## src/rtl/irq_gather_pkg.sv

```systemverilog
package irq_gather_pkg;
  localparam int N_SRC  = 14;
  localparam int REG_W  = 16;
  localparam int ADDR_W = 2;

  typedef enum logic [ADDR_W-1:0] {
    RA_ENABLE = 2'd0,
    RA_FLAGS  = 2'd1,
    RA_MASTER = 2'd2,
    RA_SPARE  = 2'd3
  } reg_addr_e;

  // Flag bit positions; software decodes these, so the order is fixed.
  localparam int SRC_VBLANK  = 0;
  localparam int SRC_HBLANK  = 1;
  localparam int SRC_LINEHIT = 2;
  localparam int SRC_TIMER0  = 3;
  localparam int SRC_SERIAL  = 7;
  localparam int SRC_DMA0    = 8;
  localparam int SRC_KEYPAD  = 12;
  localparam int SRC_CART    = 13;
endpackage

```

## src/rtl/irq_src_gate.sv

```systemverilog
module irq_src_gate #(
  parameter int N = 14
) (
  input  logic [N-1:0] ev,
  input  logic [N-1:0] arm,
  output logic [N-1:0] hit
);
  // Each source is qualified by its own peripheral-side arm level.
  for (genvar g = 0; g < N; g++) begin : g_src
    assign hit[g] = ev[g] & arm[g];
  end
endmodule

```

## src/rtl/irq_flag_bank.sv

```systemverilog
module irq_flag_bank #(
  parameter int N = 14
) (
  input  logic         clk,
  input  logic         rst_n,
  input  logic [N-1:0] hit,
  input  logic         clr_stb,
  input  logic [N-1:0] clr_mask,
  output logic [N-1:0] pend
);
  for (genvar g = 0; g < N; g++) begin : g_flag
    always_ff @(posedge clk or negedge rst_n) begin
      if (!rst_n)
        pend[g] <= 1'b0;
      else if (hit[g])
        pend[g] <= 1'b1;               // set beats a same-cycle clear
      else if (clr_stb && clr_mask[g])
        pend[g] <= 1'b0;
    end
  end
endmodule

```

## src/rtl/irq_ctrl_regs.sv

```systemverilog
module irq_ctrl_regs
  import irq_gather_pkg::*;
#(
  parameter int N     = N_SRC,
  parameter int W     = REG_W,
  parameter int AW    = ADDR_W
) (
  input  logic          clk,
  input  logic          rst_n,
  input  logic          bus_wr,
  input  logic [AW-1:0] bus_addr,
  input  logic [W-1:0]  bus_wdata,
  input  logic [N-1:0]  pend,
  output logic [N-1:0]  en_q,
  output logic          master_q,
  output logic          flag_clr_stb,
  output logic [N-1:0]  flag_clr_mask,
  output logic [W-1:0]  bus_rdata
);
  localparam int PAD = W - N;

  reg_addr_e sel;
  assign sel = reg_addr_e'(bus_addr);

  logic wr_en, wr_master;
  assign wr_en     = bus_wr && (sel == RA_ENABLE);
  assign wr_master = bus_wr && (sel == RA_MASTER);

  assign flag_clr_stb  = bus_wr && (sel == RA_FLAGS);
  assign flag_clr_mask = bus_wdata[N-1:0];

  logic unused_wdata_hi;
  assign unused_wdata_hi = ^bus_wdata[W-1:N];

  always_ff @(posedge clk or negedge rst_n) begin
    if (!rst_n) begin
      en_q     <= '0;
      master_q <= 1'b0;
    end else begin
      if (wr_en)     en_q     <= bus_wdata[N-1:0];
      if (wr_master) master_q <= bus_wdata[0];
    end
  end

  always_comb begin
    unique case (sel)
      RA_ENABLE: bus_rdata = {{PAD{1'b0}}, en_q};
      RA_FLAGS:  bus_rdata = {{PAD{1'b0}}, pend};
      RA_MASTER: bus_rdata = {{(W-1){1'b0}}, master_q};
      default:   bus_rdata = '0;
    endcase
  end
endmodule

```

## src/rtl/irq_line_drv.sv

```systemverilog
module irq_line_drv #(
  parameter int N = 14
) (
  input  logic         clk,
  input  logic         rst_n,
  input  logic [N-1:0] en,
  input  logic [N-1:0] pend,
  input  logic         master,
  output logic         irq
);
  logic any_live;
  assign any_live = |(en & pend);

  always_ff @(posedge clk or negedge rst_n) begin
    if (!rst_n) irq <= 1'b0;
    else        irq <= master & any_live;
  end
endmodule

```

## src/rtl/irq_gather.sv

```systemverilog
module irq_gather
  import irq_gather_pkg::*;
(
  input  logic              clk,
  input  logic              rst_n,
  input  logic [N_SRC-1:0]  src_ev,
  input  logic [N_SRC-1:0]  src_arm,
  input  logic              bus_wr,
  input  logic [ADDR_W-1:0] bus_addr,
  input  logic [REG_W-1:0]  bus_wdata,
  output logic [REG_W-1:0]  bus_rdata,
  output logic              irq
);
  logic [N_SRC-1:0] hit_w, pend_w, en_w, clr_mask_w;
  logic             master_w, clr_stb_w;

  irq_src_gate #(.N(N_SRC)) u_gate (
    .ev(src_ev), .arm(src_arm), .hit(hit_w)
  );

  irq_flag_bank #(.N(N_SRC)) u_flags (
    .clk(clk), .rst_n(rst_n), .hit(hit_w),
    .clr_stb(clr_stb_w), .clr_mask(clr_mask_w), .pend(pend_w)
  );

  irq_ctrl_regs #(.N(N_SRC), .W(REG_W), .AW(ADDR_W)) u_regs (
    .clk(clk), .rst_n(rst_n), .bus_wr(bus_wr), .bus_addr(bus_addr),
    .bus_wdata(bus_wdata), .pend(pend_w), .en_q(en_w), .master_q(master_w),
    .flag_clr_stb(clr_stb_w), .flag_clr_mask(clr_mask_w), .bus_rdata(bus_rdata)
  );

  irq_line_drv #(.N(N_SRC)) u_line (
    .clk(clk), .rst_n(rst_n), .en(en_w), .pend(pend_w),
    .master(master_w), .irq(irq)
  );
endmodule

```

## config.mk

```make
export PLATFORM = sky130hd
export DESIGN_NAME = irq_gather
export DESIGN_NICKNAME = d
export VERILOG_FILES = /design/src/rtl/irq_gather_pkg.sv /design/src/rtl/irq_src_gate.sv /design/src/rtl/irq_flag_bank.sv /design/src/rtl/irq_ctrl_regs.sv /design/src/rtl/irq_line_drv.sv /design/src/rtl/irq_gather.sv
export SDC_FILE = /design/constraint.sdc
export NUM_CORES = 1
export LEC_CHECK = 0
export BUFFER_PORTS_ARGS = -buffer_cell sky130_fd_sc_hd__buf_4
export CORE_ASPECT_RATIO = 1.2
export CORE_MARGIN = 4
export CORE_UTILIZATION = 52
export CTS_CLUSTER_SIZE = 16
export DETAILED_ROUTE_END_ITERATION = 8
export PLACE_DENSITY = 0.94
export SLEW_MARGIN = 5
export SYNTH_ARGS = -nofsm -noshare
export SYNTH_HDL_FRONTEND = slang
export SYNTH_HIERARCHICAL = 1
export SYNTH_SLANG_ARGS = --single-unit
```

## constraint.sdc

```tcl
create_clock -name clk -period 2.5 [get_ports clk]
set_input_delay 0.25 -clock clk [delete_from_list [all_inputs] [get_ports clk]]
set_output_delay 0.25 -clock clk [all_outputs]
set_load 0.02 [all_outputs]
```

==> flow_summary.rst <==
.. list-table::
   :header-rows: 1

   * - Metric
     - Value
   * - Number of diodes
     - 0
   * - Critical Path Sink Type
     - flop
   * - Internal cell power
     - between 800 and 900 uW
   * - Boundary pin count
     - between 60 and 70
   * - DR WL/cell
     - between 10 and 15 um
   * - Worst Setup Path Type
     - primary input to flop
   * - Share of synthesized cell area in and, or, nand and nor gates
     - ~14%
   * - Synth Area in Adders
     - 0%
   * - Combinational fraction of design power
     - 28.2%
   * - Slack of the critical path
     - between 1 and 1.5 ns
   * - Count of warnings emitted by yosys
     - 6
   * - Post-Synth XOR/XNOR Area
     - 0%
   * - Net total in the final layout
     - 251
   * - Hold_sp
     - bus_wdata[3]
   * - Worst path required time
     - roughly 2.7 ns
   * - Post-route cell area
     - between 2000 and 2500 um2
   * - Share of post-route cells with drive strength above 1
     - slightly above 40%
   * - Gate family responsible for the most delay along the worst path
     - buffers and inverters
   * - Hold Path End
     - u_regs/en_q[3]$_DFFE_PN0P_
   * - Via-per-instance ratio
     - ~5.3
   * - Mapped Area
     - 1699 um2
   * - Area inside the core boundary
     - a little over 3000 um2
   * - Final period utilization
     - a little under three fifths
   * - Total CTS buffers
     - 5
   * - Maximum buffer depth of the clock tree
     - 2
   * - Initial Util
     - a little over half
   * - Maximum clock frequency
     - slightly above 700 MHz
   * - Compound-Gate Fraction of Synth Area
     - 10.09%
   * - Count of pins over their slew limit
     - 0
   * - Clock network fraction of total power
     - 21.2%
   * - IO Port Bufs
     - between 60 and 70
   * - Post-synthesis cell type with the largest combined area
     - dfrtp_1
   * - Total routing resource utilization after global routing
     - between 10% and 20%
   * - Slowest cell on crit path
     - nor3b_4
   * - Number of library cell types mapped by synthesis
     - 21
   * - Setup Total Neg Slack
     - 0 ns
   * - Static leakage
     - between 0.001 and 0.0015 uW
   * - Number of H-tree levels
     - 2
   * - Die Y-Extent
     - 70.62 um
   * - Detailed-router iteration count before antenna repair
     - 4
   * - Setup repair after global routing missed its margin
     - false
   * - Synth-to-Final Area Change
     - 22.75%
   * - Number of standard-cell rows in the floorplan
     - 22
   * - Slew at the pin closest to its max-slew limit
     - 0.5734 ns
   * - CTS sink count
     - 30
   * - Setup violation total in the final timing report
     - 0
   * - Worst supply voltage drop on vdd
     - 0.0004437 V
   * - Reg-to-reg setup timing slack
     - between 1 and 1.5 ns
   * - Main combinational cell family by area after synthesis
     - multiplexers
   * - Tmin final
     - approximately 1.4 ns
   * - Fraction of power consumed by sequential logic
     - between 50% and 60%
   * - Gp weighted congestion
     - 0.7390
   * - Gate count of the mapped netlist
     - about 150
   * - Worst R2R Start
     - u_regs/en_q[4]$_DFFE_PN0P_
   * - Post-Place Cells
     - between 200 and 250
   * - Cell depth of the worst flop-to-flop path
     - 3
   * - Net Sw Frac
     - 28.97%
   * - Worst setup SP type
     - primary input
   * - Multiplexer share of the synthesized area
     - about a fifth
   * - Total buffers and inverters traversed by the critical path
     - 2
   * - Register area share after synthesis
     - roughly 44%
   * - Worst-path maximum fanout
     - 18
   * - Clock Latency Late Sink
     - approximately 0.32 ns
   * - Crit Reg-Reg Endpoint
     - u_line/irq$_DFF_PN0_
   * - Net switching component of the power
     - roughly 350 uW
   * - Relative slew slack
     - between 60% and 70%
   * - Die X-Extent
     - 60.18 um
   * - Final Util
     - about two thirds
   * - Number of storage elements in the synthesis netlist
     - 30
   * - Ratio of total power to cell area
     - just under 600 nW/um2
   * - Gates resized, CTS repair
     - 0
   * - Top cell type's share of synthesized area
     - around 44%
   * - Die footprint
     - 4250 um2
   * - Largest net degree at the start of global routing
     - 31
   * - HPWL reported at the end of detailed placement
     - about 2.6 mm
   * - Most area-consuming cells after synthesis
     - dfrtp_1 44%, mux2_4 8.8%, mux2i_1 8.2%
   * - Clock Skew
     - ~0.0033 ns
   * - Via count of the first global-routing pass
     - between 1k and 1.5k
   * - TritonCTS clock tree
     - done
   * - Most used cell along the critical path
     - buf_4
   * - Overall via count from detail_route
     - 1,251
   * - Worst-case setup slack after placement
     - 0.7859 ns
   * - MaxCap Viol Count
     - 0
   * - Post-placement cell area
     - slightly above 2000 um2
   * - Total DRC errors in the routed layout
     - 0
   * - First-iteration detailed-routing DRC count
     - 65
   * - Routed WL
     - roughly 3.5 mm
   * - Clock transition at the registers of the reported paths
     - 0.08 ns
   * - Class of the tightest hold or removal check
     - primary input to flop
   * - Master cell of the clock root buffer
     - clkbuf_4
   * - Endpoints failing hold
     - 0
   * - Global route overflow
     - 0
   * - Number of antenna violations at the first check in global routing
     - 0
   * - Delay of the slowest cell on the worst path
     - 0.49 ns
   * - Arrival time of the worst setup path
     - about 1.6 ns
   * - Wire length of the first global-routing pass
     - around 5.6 mm
   * - Cell depth of the worst hold path
     - 2
   * - Average size of a mapped cell
     - approximately 11 um2
   * - Antenna-violating nets left
     - 0
   * - Outcome
     - complete, no violations
   * - Worst path cell trace
     - buf_4 -> nor3b_4 -> buf_4 -> mux2_2
   * - Number of buffers inserted to repair setup after CTS
     - 0
   * - Post-layout instance count excluding filler cells
     - around 240
[power by group through the flow]
stage,logic [uW],clock network (uW),registers [uW]
finish,342,257,612
floorplan,229,0,608
CTS,344,269,612
global route,371,295,623
detailed placement,342,0,621
global placement,333,0,617
[worst max-delay path by stage]
stage | startpoint | endpoint | slack (ns) | cells past startpoint
2_1_floorplan | bus_addr[0] | u_flags/pend[0]$_DFFE_PN0P_ | 1.16 | 6
3_3_place_gp | bus_addr[0] | u_regs/en_q[9]$_DFFE_PN0P_ | 0.83 | 4
3_5_place_dp | bus_addr[0] | u_regs/en_q[9]$_DFFE_PN0P_ | 0.79 | 4
4_1_cts | u_flags/pend[11]$_DFFE_PN0P_ | bus_rdata[11] | 1.12 | 3
5_1_grt | u_flags/pend[11]$_DFFE_PN0P_ | bus_rdata[11] | 1.05 | 3
6_report | bus_addr[0] | u_regs/en_q[9]$_DFFE_PN0P_ | 1.12 | 4
[worst register-to-register path, cell delays in order, from the launching register on]
cell	delay [ns]
dfrtp_1	0.41
a22oi_1	0.22
nand2_1	0.10
o31a_1	0.29
[routing by layer]
| layer | vias to the layer above | GRT usage, % | wire length (um) | part of all wire, % |
|---|---|---|---|---|
| met5 | - | 0 | 0 | 0 |
| met4 | 0 | 5.172 | 36 | 1.0 |
| met3 | 5 | 5.657 | 305 | 8.8 |
| met2 | 46 | 29.33 | 1756 | 51 |
| met1 | 598 | 20.93 | 1372 | 40 |
| li1 | 602 | - | - | - |
[what timing repair did]
item                                    CTS  global route
hold buffers                              1             0
endpoints found under the hold margin    30             0
endpoints found under the setup margin    0             0
[cells in the final DEF (no fill, tap or decap), types with 2 or more instances in the layout]
cell      count
clkbuf_1      2
nand2_1      16
mux2_2        5
dfrtp_1      30
a21o_1       14
mux2i_1      14
nand3b_1      2
clkbuf_4      5
buf_4        62
and2_1       14
a22oi_1       7
nor2_1       13
mux2_4       10
conb_1        2
[sequential cells by signal, indices dropped and copies added (netlist names)]
name             count
u_regs/master_q      1
u_flags/pend        14
u_regs/en_q         14
u_line/irq           1
[synthesized netlist by cell type]
master / number
dfrtp_1: 30
nand2_1: 16
and2_1: 14
o31a_1: 1
mux2_2: 5
mux2i_1: 14
conb_1: 1
nand3b_1: 2
buf_4: 16
buf_12: 1
nand3_1: 1
a22oi_1: 7
buf_6: 3
a21o_1: 14
nor3b_4: 1
buf_2: 1
clkbuf_1: 1
and3b_1: 1
o21ai_0: 1
mux2_4: 10
nor2_1: 13
[layout make-up]
type | count | area [um2]
fill | 246 | 1025
timing repair buffer | 63 | 475.5
multi-input combinational | 102 | 769.5
clock buffer | 7 | 45.04
tap | 36 | 45.04
sequential | 30 | 750.7
[cells by family after synthesis]
logic type / count (synthesis)
simple gates: 48
flops: 30
mux: 29
compound gates: 23
buf+inv: 22
other cells: 1
[metrics by stage]
stage,hold slack (ns),power [uW]
2_1_floorplan,-0.04559,837.8
3_3_place_gp,0.1962,950.3
3_5_place_dp,0.1970,963.0
4_1_cts,0.1490,1224
5_1_grt,0.1349,1289
6_report,0.1610,1210
Power figures use the tool's default switching activity.
